## config.mk

```make
export PLATFORM = sky130hd
export DESIGN_NAME = fc_engine
export DESIGN_NICKNAME = d
export VERILOG_FILES = /design/src/rtl/fc_pkg.sv /design/src/rtl/fc_level_ctr.sv /design/src/rtl/fc_rr_arb.sv /design/src/rtl/fc_engine.sv
export SDC_FILE = /design/constraint.sdc
export NUM_CORES = 1
export LEC_CHECK = 0
export BUFFER_PORTS_ARGS = -buffer_cell sky130_fd_sc_hd__clkbuf_2
export CORE_ASPECT_RATIO = 0.6
export CORE_MARGIN = 2
export CORE_UTILIZATION = 60
export CTS_CLUSTER_DIAMETER = 100
export DETAILED_ROUTE_END_ITERATION = 10
export HOLD_SLACK_MARGIN = 0.15
export PLACE_DENSITY = 0.92
export REMOVE_ABC_BUFFERS = 1
export SYNTH_ARGS = -nofsm -noshare
export SYNTH_HDL_FRONTEND = slang
export SYNTH_SLANG_ARGS = --single-unit
```

## constraint.sdc

```tcl
create_clock -name clk -period 8.2 [get_ports clk]
set_input_delay 0.41 -clock clk [delete_from_list [all_inputs] [get_ports clk]]
set_output_delay 0.41 -clock clk [all_outputs]
set_load 0.1 [all_outputs]
```

## src/rtl/fc_pkg.sv

```systemverilog
package fc_pkg;
    typedef enum logic {
        FC_IDLE = 1'b0,
        FC_BUSY = 1'b1
    } fc_state_e;
endpackage

```

## src/rtl/fc_level_ctr.sv

```systemverilog
module fc_level_ctr #(
    parameter int CW = 8
) (
    input  logic          clk,
    input  logic          rst_n,
    input  logic          en,
    input  logic          is_tx,
    input  logic [CW-1:0] fifo_size,
    input  logic [CW-1:0] burst_len,
    input  logic          size_wr,
    input  logic          word_pulse,
    input  logic          issue,
    input  logic          done,
    output logic          ready,
    output logic          err
);
    localparam int SW = CW + 2;

    logic [CW-1:0]        lvl_q;
    logic signed [SW-1:0] lvl_s, size_s, burst_s, up_s, dn_s, sum_s;
    logic                 under, over;

    always_comb begin
        lvl_s   = $signed({2'b00, lvl_q});
        size_s  = $signed({2'b00, fifo_size});
        burst_s = $signed({2'b00, burst_len});
        up_s    = '0;
        dn_s    = '0;
        if (is_tx) begin
            if (issue)      up_s = burst_s;
            if (word_pulse) dn_s = SW'(1);
        end else begin
            if (word_pulse) up_s = SW'(1);
            if (done)       dn_s = burst_s;
        end
        sum_s = lvl_s + up_s - dn_s;
        under = sum_s < 0;
        over  = sum_s > size_s;
    end

    always_ff @(posedge clk or negedge rst_n) begin
        if (!rst_n) begin
            lvl_q <= '0;
            err   <= 1'b0;
        end else if (!en || size_wr) begin
            lvl_q <= '0;
        end else begin
            if (under)     lvl_q <= '0;
            else if (over) lvl_q <= fifo_size;
            else           lvl_q <= sum_s[CW-1:0];
            if (under || over) err <= 1'b1;
        end
    end

    always_comb begin
        ready = en && (burst_len != '0) &&
                (is_tx ? (lvl_s + burst_s <= size_s) : (lvl_s >= burst_s));
    end


    err_sticky_chk: assert property (@(posedge clk) disable iff (!rst_n)
        err |=> err);


    level_range_chk: assert property (@(posedge clk) disable iff (!rst_n)
        (en && !size_wr) |=> (size_wr || lvl_q <= fifo_size));


    reinit_zero_chk: assert property (@(posedge clk) disable iff (!rst_n)
        (!en || size_wr) |=> (lvl_q == '0));
endmodule

```

## src/rtl/fc_rr_arb.sv

```systemverilog
module fc_rr_arb #(
    parameter int N  = 4,
    parameter int IW = (N > 1) ? $clog2(N) : 1
) (
    input  logic          clk,
    input  logic          rst_n,
    input  logic [N-1:0]  req,
    input  logic          advance,
    output logic [N-1:0]  gnt,
    output logic [IW-1:0] gnt_idx
);
    logic [IW-1:0] last_q;
    logic [IW-1:0] cand;
    logic          found;

    always_comb begin
        gnt     = '0;
        gnt_idx = '0;
        found   = 1'b0;
        cand    = '0;
        for (int k = 1; k <= N; k++) begin
            cand = IW'((int'(last_q) + k) % N);
            if (!found && req[cand]) begin
                found        = 1'b1;
                gnt_idx      = cand;
                gnt[cand]    = 1'b1;
            end
        end
    end

    always_ff @(posedge clk or negedge rst_n) begin
        if (!rst_n)                 last_q <= IW'(N - 1);
        else if (advance && found)  last_q <= gnt_idx;
    end


    grant_onehot_chk: assert property (@(posedge clk) disable iff (!rst_n)
        $onehot0(gnt));


    grant_subset_chk: assert property (@(posedge clk) disable iff (!rst_n)
        (gnt & ~req) == '0);
endmodule

```

## src/rtl/fc_engine.sv

```systemverilog
module fc_engine
    import fc_pkg::*;
#(
    parameter int NCH = 4,
    parameter int CW  = 8,
    parameter int CHW = (NCH > 1) ? $clog2(NCH) : 1
) (
    input  logic              clk,
    input  logic              rst_n,
    input  logic [NCH-1:0]    ch_en,
    input  logic [NCH-1:0]    ch_is_tx,
    input  logic [NCH*CW-1:0] ch_fifo_size,
    input  logic [NCH*CW-1:0] ch_burst_len,
    input  logic [NCH-1:0]    ch_size_wr,
    input  logic [NCH-1:0]    word_pulse,
    input  logic              burst_done,
    output logic              burst_req,
    output logic [CHW-1:0]    burst_ch,
    output logic [NCH-1:0]    ch_ready,
    output logic [NCH-1:0]    ch_err
);
    fc_state_e      state_q, state_d;
    logic [CHW-1:0] ch_q;
    logic [NCH-1:0] gnt, issue_vec, done_vec;
    logic [CHW-1:0] gnt_idx;
    logic           in_idle;

    assign in_idle = (state_q == FC_IDLE);

    fc_rr_arb #(.N(NCH), .IW(CHW)) u_arb (
        .clk     (clk),
        .rst_n   (rst_n),
        .req     (ch_ready),
        .advance (in_idle),
        .gnt     (gnt),
        .gnt_idx (gnt_idx)
    );

    generate
        for (genvar i = 0; i < NCH; i++) begin : g_ch
            assign issue_vec[i] = in_idle && gnt[i];
            assign done_vec[i]  = (state_q == FC_BUSY) && burst_done && (ch_q == CHW'(i));
            fc_level_ctr #(.CW(CW)) u_ctr (
                .clk        (clk),
                .rst_n      (rst_n),
                .en         (ch_en[i]),
                .is_tx      (ch_is_tx[i]),
                .fifo_size  (ch_fifo_size[i*CW +: CW]),
                .burst_len  (ch_burst_len[i*CW +: CW]),
                .size_wr    (ch_size_wr[i]),
                .word_pulse (word_pulse[i]),
                .issue      (issue_vec[i]),
                .done       (done_vec[i]),
                .ready      (ch_ready[i]),
                .err        (ch_err[i])
            );
        end
    endgenerate

    always_comb begin
        state_d = state_q;
        unique case (state_q)
            FC_IDLE: if (|gnt)      state_d = FC_BUSY;
            FC_BUSY: if (burst_done) state_d = FC_IDLE;
            default:                 state_d = FC_IDLE;
        endcase
    end

    always_ff @(posedge clk or negedge rst_n) begin
        if (!rst_n) begin
            state_q <= FC_IDLE;
            ch_q    <= '0;
        end else begin
            state_q <= state_d;
            if (in_idle && |gnt) ch_q <= gnt_idx;
        end
    end

    always_comb begin
        burst_req = (state_q == FC_BUSY);
        burst_ch  = ch_q;
    end


    req_hold_chk: assert property (@(posedge clk) disable iff (!rst_n)
        (burst_req && !burst_done) |=> (burst_req && $stable(burst_ch)));


    idle_after_done_chk: assert property (@(posedge clk) disable iff (!rst_n)
        (burst_req && burst_done) |=> !burst_req);


    grant_raises_req_chk: assert property (@(posedge clk) disable iff (!rst_n)
        (!burst_req && |ch_ready) |=> burst_req);
endmodule

```

---- After elaboration in Yosys (flattened, before gate mapping) ----
Cells that the tools add are included.
W data, S select, Z words.
word-level totals
  flip-flop bits (word level) ............. 41
  bits of input ports ..................... 83
  output and inout port bits .............. 11
  word-level logic and storage cells ...... 180
operators by class
  add/sub/neg operators ................... 16
  order comparisons ....................... 24
  equal/unequal tests ..................... 3
  mux-type cells .......................... 67
  bitwise logic cells ..................... 8
  reductions and logical operators ........ 51
operators with widths
  cell                   count
  $mux W8                20
  $mux W10               8
  $add A9 B10 Y10        4
  $gt A10 B9 Y1          4
  $le A10 B9 Y1          4
  $lt A10 B1 Y1 const B  4
  $sub A10 B10 Y10       4
  $add A8 B8 Y9          4
  $ge A8 B8 Y1           4
  $reduce_bool A8 Y1     4
  $logic_and A1 B1 Y1    26
  $mux W1                22
  $mux W4                4
  $lt A2 B3 Y1 const B   4
  $or A4 B4 Y4           3
  $bmux W1 S2            4
  $demux W1 S2           4
  $ge A2 B1 Y1 const B   4
  $logic_or A1 B1 Y1     8
  $mux W2                4
  $reduce_and A2 Y1      4
  $logic_not A1 Y1       7
  $not A1 Y1             5
  $add A2 B1 Y2 const B  2
  other kinds (6)        8

---- Logic depth before layout (Yosys ltp) ----
  depth after elaboration ................. 25
  depth in mapped cells ................... 39
  depth with buffers taken out ............ 38

---- By module ----
A second synthesis with hierarchy kept.
unflattened totals
  cells, all modules ...................... 1,051
  area total of the unflattened synthesis .. 8,818.5 um^2
by module, submodules not included
  module                            instances  cells an instance  area each (um^2)  sequential area each (um^2)
  fc_level_ctr (g_ch[0].u_ctr ...)  3          240                1,996.9           225.2
  fc_level_ctr (g_ch[1].u_ctr)      1          245                1,993.2           225.2
  fc_rr_arb                         1          66                 643.1             52.6
  fc_engine                         1          20                 191.4             75.1

---- Least setup slack after synthesis ----
No wires, ideal clock.
  path kind ............................... in2reg
  from .................................... in ch_burst_len[0]
  to ...................................... reg g_ch[1].u_ctr.lvl_q[2]
  arrival time ............................ 7.199 ns
  required time ........................... 8.120 ns
  setup slack ............................. 0.920 ns
  stages .................................. 35
  path through ............................ ha_1 -> inv_1 -> fa_1 -> or3_1 -> a31oi_1 -> nor2_1 -> nor2_1 -> nor2_1 -> xor2_1 -> ha_1 -> o21a_1 -> o31ai_1 -> a211oi_1 -> nor4_4 -> a22oi_2 -> or3_4 -> a21oi_4 -> a222oi_1 -> a211oi_2 -> buf_4 -> o21ai_0 -> ha_1 -> ha_1 -> a21o_1 -> a21oi_1 -> o21bai_1 -> a21oi_1 -> o21bai_1 -> a21oi_1 -> xnor2_1 -> ha_1 -> nand4_1 -> o22ai_1 -> a21boi_1 -> mux2i_1
on the way
  longest elaborated chain between the ends .. 25
  elaborated cells between the ends (all ways) .. 41
RTL lines
  what                           RTL line            RTL
  start, declared                fc_engine.sv:13     input logic [NCH*CW-1:0] ch_burst_len,
  $add A8 B8 Y9                  fc_level_ctr.sv:57  (is_tx ? (lvl_s + burst_s <= size_s) : (lvl_s >= burst_s));
  $le A10 B9 Y1                  fc_level_ctr.sv:57
  $mux W1                        fc_level_ctr.sv:57
  $logic_and A1 B1 Y1 (*)        fc_level_ctr.sv:56  ready = en && (burst_len != '0) &&
  via g_ch[0].u_ctr.ready        fc_level_ctr.sv:14  output logic ready,
  $bmux W1 S2                    fc_rr_arb.sv:23     if (!found && req[cand]) begin
  $mux W1 (not written as such)  fc_rr_arb.sv:23
  $mux W1                        fc_rr_arb.sv:23
  (+10 left out)                 --
  $mux W8 (*)                    fc_level_ctr.sv:30  if (issue) up_s = burst_s;
  $mux W10 (*)                   fc_level_ctr.sv:29  if (is_tx) begin
  $add A9 B10 Y10 (*)            fc_level_ctr.sv:36  sum_s = lvl_s + up_s - dn_s;
  $sub A10 B10 Y10 (*)           fc_level_ctr.sv:36
  $gt A10 B9 Y1                  fc_level_ctr.sv:38  over = sum_s > size_s;
  $mux W8                        fc_level_ctr.sv:49  else if (over) lvl_q <= fifo_size;
  $mux W8 (*)                    fc_level_ctr.sv:48  if (under) lvl_q <= '0;
  $mux W8 (*)                    fc_level_ctr.sv:45  end else if (!en || size_wr) begin
  end signal, assigned           fc_level_ctr.sv:49
  end signal, assigned           fc_level_ctr.sv:50  else lvl_q <= sum_s[CW-1:0];
  end, declared                  fc_level_ctr.sv:19  logic [CW-1:0] lvl_q;
The timed path passes the listed nets; every way through them passes the cells marked *. The select of a mux whose other input is x is not followed.
A chain may end at the register's enable or synchronous reset.

---- Worst setup path after layout ----
  from .................................... reg g_ch[0].u_ctr.lvl_q[0]
  to ...................................... reg g_ch[1].u_ctr.err
on the way
  longest elaborated chain between the ends .. 24
  elaborated cells between the ends (all ways) .. 38
RTL lines
  what                                            RTL line                                RTL
  start, declared                                 fc_level_ctr.sv:19
  start signal, assigned                          fc_level_ctr.sv:49
  start signal, assigned                          fc_level_ctr.sv:50
  $add A8 B8 Y9                                   fc_level_ctr.sv:57
  $le A10 B9 Y1                                   fc_level_ctr.sv:57
  $mux W1 (*)                                     fc_level_ctr.sv:57
  $logic_and A1 B1 Y1 (*)                         fc_level_ctr.sv:56
  $bmux W1 S2                                     fc_rr_arb.sv:23
  $mux W1 (not written as such)                   fc_rr_arb.sv:23
  $mux W1                                         fc_rr_arb.sv:23
  $logic_not A1 Y1                                fc_rr_arb.sv:23
  (+8 left out)                                   --
  $logic_and A1 B1 Y1 (*)                         fc_engine.sv:41                         assign issue_vec[i] = in_idle && gnt[i];
  $mux W8 (*)                                     fc_level_ctr.sv:30
  $mux W10 (*)                                    fc_level_ctr.sv:29
  $add A9 B10 Y10 (*)                             fc_level_ctr.sv:36
  $sub A10 B10 Y10 (*)                            fc_level_ctr.sv:36
  $lt A10 B1 Y1 or $gt A10 B9 Y1 (tied branches)  fc_level_ctr.sv:37, fc_level_ctr.sv:38
  $logic_or A1 B1 Y1 (*)                          fc_level_ctr.sv:51                      if (under || over) err <= 1'b1;
  $reduce_and A2 Y1 (no line) (*)                 --
  end signal, assigned                            fc_level_ctr.sv:44                      err <= 1'b0;
  end signal, assigned                            fc_level_ctr.sv:51
  end, declared                                   fc_level_ctr.sv:15                      output logic err
Every way passes the cells marked *; elsewhere a longest branch is shown, timed or not. The select of a mux whose other input is x is not followed.

==> insert_results.sql <==
INSERT INTO impl_metrics (metric_group, metric, value, unit) VALUES
('detailed_routing', 'routed_wl', '23100', 'um'),
('cells_and_area', 'fin_area', '9420', 'um^2'),
('global_routing', 'grt_use_total', '30.8', '%'),
('timing', 'fin_crit_share', '95.1', '%'),
('logic_synthesis', 'avgSynthCellArea', '8.24', 'um^2'),
('floorplan', 'start_util', '61.5', '%'),
('timing', 'finClkSkew', '0.0104', 'ns'),
('cells_and_area', 'area_growth', '12.0', '%'),
('logic_synthesis', 'synth-edff-count', '0', ''),
('power_and_ir_drop', 'static-leakage-power', '4.84', 'nW'),
('cells_and_area', 'mostFrequentLayoutCells', '183 x sky130_fd_sc_hd__ha_1, 154 x sky130_fd_sc_hd__inv_1, 93 x sky130_fd_sc_hd__clkbuf_2', ''),
('critical_path', 'r2r_cells', '36', ''),
('detailed_routing', 'drtIter0Drc', '620', ''),
('timing', 'max_clock_freq', '128', 'MHz'),
('critical_path', 'reg2reg_slack', '0.41', 'ns'),
('critical_path', 'r2r-start', 'g_ch[0].u_ctr.lvl_q[0]', ''),
('power_and_ir_drop', 'worst_ir_drop_vdd', '0.588', 'mV'),
('floorplan', 'die-height', '95.7', 'um'),
('global_routing', 'grt_pass1_vias', '7407', ''),
('clocking', 'cts_buffers', '5', ''),
('clocking', 'cts_tree', 'done', ''),
('timing', 'number_of_pins_with_negative_max_slew_slack_in_the_final_report', '0', ''),
('global_routing', 'grt_max_degree', '42', ''),
('floorplan', 'chipWidth', '157', 'um'),
('placed_design', 'placedInstanceArea', '9090', 'um^2'),
('logic_synthesis', 'netlist_instances', '1020', ''),
('detailed_routing', 'vias', '7850', ''),
('global_routing', 'wire_length_of_the_first_global_routing_pass', '36500', 'um'),
('power_and_ir_drop', 'power_density_normalized_to_cell_area', '437', 'nW/um^2'),
('critical_path', 'cp_data_required_time', '8.39', 'ns'),
('timing', 'timing.setup.tns', '0', 'ns'),
('status', 'outcome', 'finished clean', ''),
('cells_and_area', 'post_route_cells_drive_above_1_share', '14.2', '%'),
('timing', 'report.final.setup_viol', '0', ''),
('global_routing', 'antenna_found_initial', '0', ''),
('clocking', 'cts_hold_repair.buffers', '0', ''),
('timing', 'slew_headroom', '46.9', '%'),
('placed_design', 'dp_hpwl', '19100', 'um'),
('detailed_routing', 'post_drt_wl_per_cell', '17.6', 'um'),
('placed_design', 'post-place-cells', '1298', ''),
('global_routing', 'grt_remaining_overflow', '0', ''),
('clocking', 'worst_setup_hold_path_clk_slew', '0.08', 'ns'),
('critical_path', 'critical_path.most_common_cell', 'sky130_fd_sc_hd__o21a_1', ''),
('timing', 'tightest_slew', '0.790', 'ns'),
('cells_and_area', 'fin_nets', '1407', ''),
('clocking', 'numClockSinks', '41', ''),
('critical_path', 'cp-endpoint', 'g_ch[1].u_ctr.err', ''),
('critical_path', 'worst_path_largest_cell_delay', '0.41', 'ns'),
('floorplan', 'num_io_pins', '94', ''),
('detailed_routing', 'route.detailed.vias_per_inst', '5.99', ''),
('logic_synthesis', 'synth-seq-cells', '41', ''),
('clocking', 'cts_root_buf', 'sky130_fd_sc_hd__clkbuf_16', ''),
('critical_path', 'cp-startpoint', 'g_ch[0].u_ctr.lvl_q[0]', ''),
('critical_path', 'crit_path_end_kind', 'flip-flop', ''),
('critical_path', 'crit_path_top_delay_cell', 'sky130_fd_sc_hd__fa_1', ''),
('clocking', 'cts_max_path_buffers', '2', ''),
('critical_path', 'crit_path_start_kind', 'flip-flop', ''),
('logic_synthesis', 'synth_area', '8410', 'um^2'),
('floorplan', 'core-area', '13700', 'um^2'),
('power_and_ir_drop', 'finalPower', '4.12', 'mW'),
('logic_synthesis', 'synthesis.yosys.warnings', '0', ''),
('cells_and_area', 'stdcell_count', '1310', ''),
('detailed_routing', 'drt_pre_antenna_iters', '9', ''),
('logic_synthesis', 'dominantRegCellSynth', 'sky130_fd_sc_hd__dfrtp_1', ''),
('placed_design', 'gpl.final_weighted_congestion', '1.02', ''),
('floorplan', 'std_cell_rows', '33', ''),
('detailed_routing', 'antenna_violating_nets_post_route', '0', ''),
('job', 'timing.max_cap.violations', '0', ''),
('logic_synthesis', 'yosysSeqAreaShare', '12.2', '%'),
('placed_design', 'portBuffers', '93', ''),
('critical_path', 'cp_data_arrival_time', '7.98', 'ns');
## how the worst min path moves through the flow
stage	slack, ns	depth (start not counted)	to
after floorplan	0.11	0	burst_ch[0]
after global placement	0.45	1	g_ch[2].u_ctr.err
after detailed placement	0.46	1	g_ch[1].u_ctr.err
after CTS	0.22	2	g_ch[2].u_ctr.lvl_q[0]
after global routing	0.26	2	g_ch[2].u_ctr.lvl_q[0]
final	0.21	2	g_ch[2].u_ctr.lvl_q[0]
## report_power, final
group	total [mW]	internal, mW	switching (mW)
Combinational	3.54	1.52	2.02
Sequential	0.333	0.256	0.0777
Clock	0.246	0.145	0.102
## stage by stage
step | hold slack, ns | util (%) | setup WS (ns)
3_3_place_gp | 0.452 | 66.5 | 0.168
2_1_floorplan | 0.114 | - | -0.274
5_1_grt | 0.256 | 68.9 | -0.00677
3_5_place_dp | 0.459 | 66.5 | -0.0750
6_report | 0.206 | 68.9 | 0.405
4_1_cts | 0.220 | 67.7 | 0.0733
## registers in the layout (all words and copies together), names as in the netlist
name,count
u_arb.last_q,2
burst_ch,2
burst_req,1
g_ch.u_ctr.err,4
g_ch.u_ctr.lvl_q,32
## worst max-delay path: cells and delay by family (launching register included)
kind	cells	cell delay, ns
AO/OA/AOI/OAI	18	3.45
adder cells (fa/ha/maj)	6	1.77
AND/OR/NAND/NOR	7	1.34
buffers and inverters	3	0.41
flip-flops	1	0.38
XOR/XNOR	2	0.33
## cells in the mapped netlist, drive strengths merged (3+ instances only)
| cell | instances | share of area (%) |
|---|---|---|
| o22a | 4 | 0.42 |
| a311oi | 9 | 1.0 |
| dfrtp | 39 | 12 |
| o311ai | 5 | 0.52 |
| nor2 | 54 | 2.4 |
| mux2i | 28 | 3.4 |
| a21boi | 6 | 0.54 |
| nand4 | 16 | 1.2 |
| a22oi | 4 | 0.48 |
| buf | 13 | 1.1 |
| o22ai | 6 | 0.45 |
| a22o | 9 | 0.94 |
| o211ai | 8 | 0.77 |
| ha | 183 | 27 |
| inv | 154 | 6.9 |
| a221oi | 4 | 0.49 |
| fa | 24 | 5.7 |
| nor3 | 15 | 0.89 |
| or3 | 6 | 0.51 |
| nor4 | 11 | 1.0 |
| a2111oi | 4 | 0.42 |
| a41oi | 3 | 0.31 |
| xnor2 | 36 | 3.7 |
| a211oi | 9 | 1.0 |
| and2 | 15 | 1.1 |
| a31o | 4 | 0.42 |
| o21a | 29 | 2.6 |
| nor2b | 14 | 1.0 |
| xor2 | 20 | 2.1 |
| nand2 | 90 | 4.0 |
| a21oi | 52 | 3.2 |
| o31ai | 3 | 0.27 |
| a21o | 26 | 2.3 |
| o21ai | 32 | 1.9 |
| o21bai | 24 | 2.1 |
| a221o | 4 | 0.48 |
| nand3 | 10 | 0.60 |
| and3 | 6 | 0.45 |
| nand3b | 3 | 0.27 |
| clkbuf | 6 | 0.27 |
| a211o | 4 | 0.42 |
## cell families (layout without fill, tap and decap cells)
| family | count (synthesis) | in the layout | synth area share, % |
|---|---|---|---|
| adder cells (fa/ha/maj) | 207 | 207 | 32.9 |
| multiplexers | 29 | 29 | 3.51 |
| AO/OA/AOI/OAI | 266 | 266 | 23.1 |
| flip-flops | 41 | 41 | 12.2 |
| XOR/XNOR | 56 | 56 | 5.83 |
| AND/OR/NAND/NOR | 247 | 247 | 14.1 |
| buffers and inverters | 174 | 272 | 8.32 |
## routing by layer
layer	part of all wire [%]	vias to the layer above
met2	41	377
met1	49	3659
met3	9.5	27
li1	-	3787
met4	0.99	0
met5	0	-
## timing repair
| action | CTS | global route |
|---|---|---|
| setup buffers | 0 | 4 |
| setup endpoints to repair | 0 | 36 |
| gates resized for setup | 0 | 27 |
## area by class of cell
| class | instances | area, um^2 |
|---|---|---|
| multi-input cells | 805 | 6810 |
| clock buffers | 5 | 125 |
| fillers | 1092 | 4250 |
| flip-flops and latches | 41 | 1030 |
| inverters | 155 | 582 |
| clock inverters | 3 | 46.3 |
| well taps | 192 | 240 |
| repair buffers | 109 | 586 |
Power figures use the tool's default switching activity.
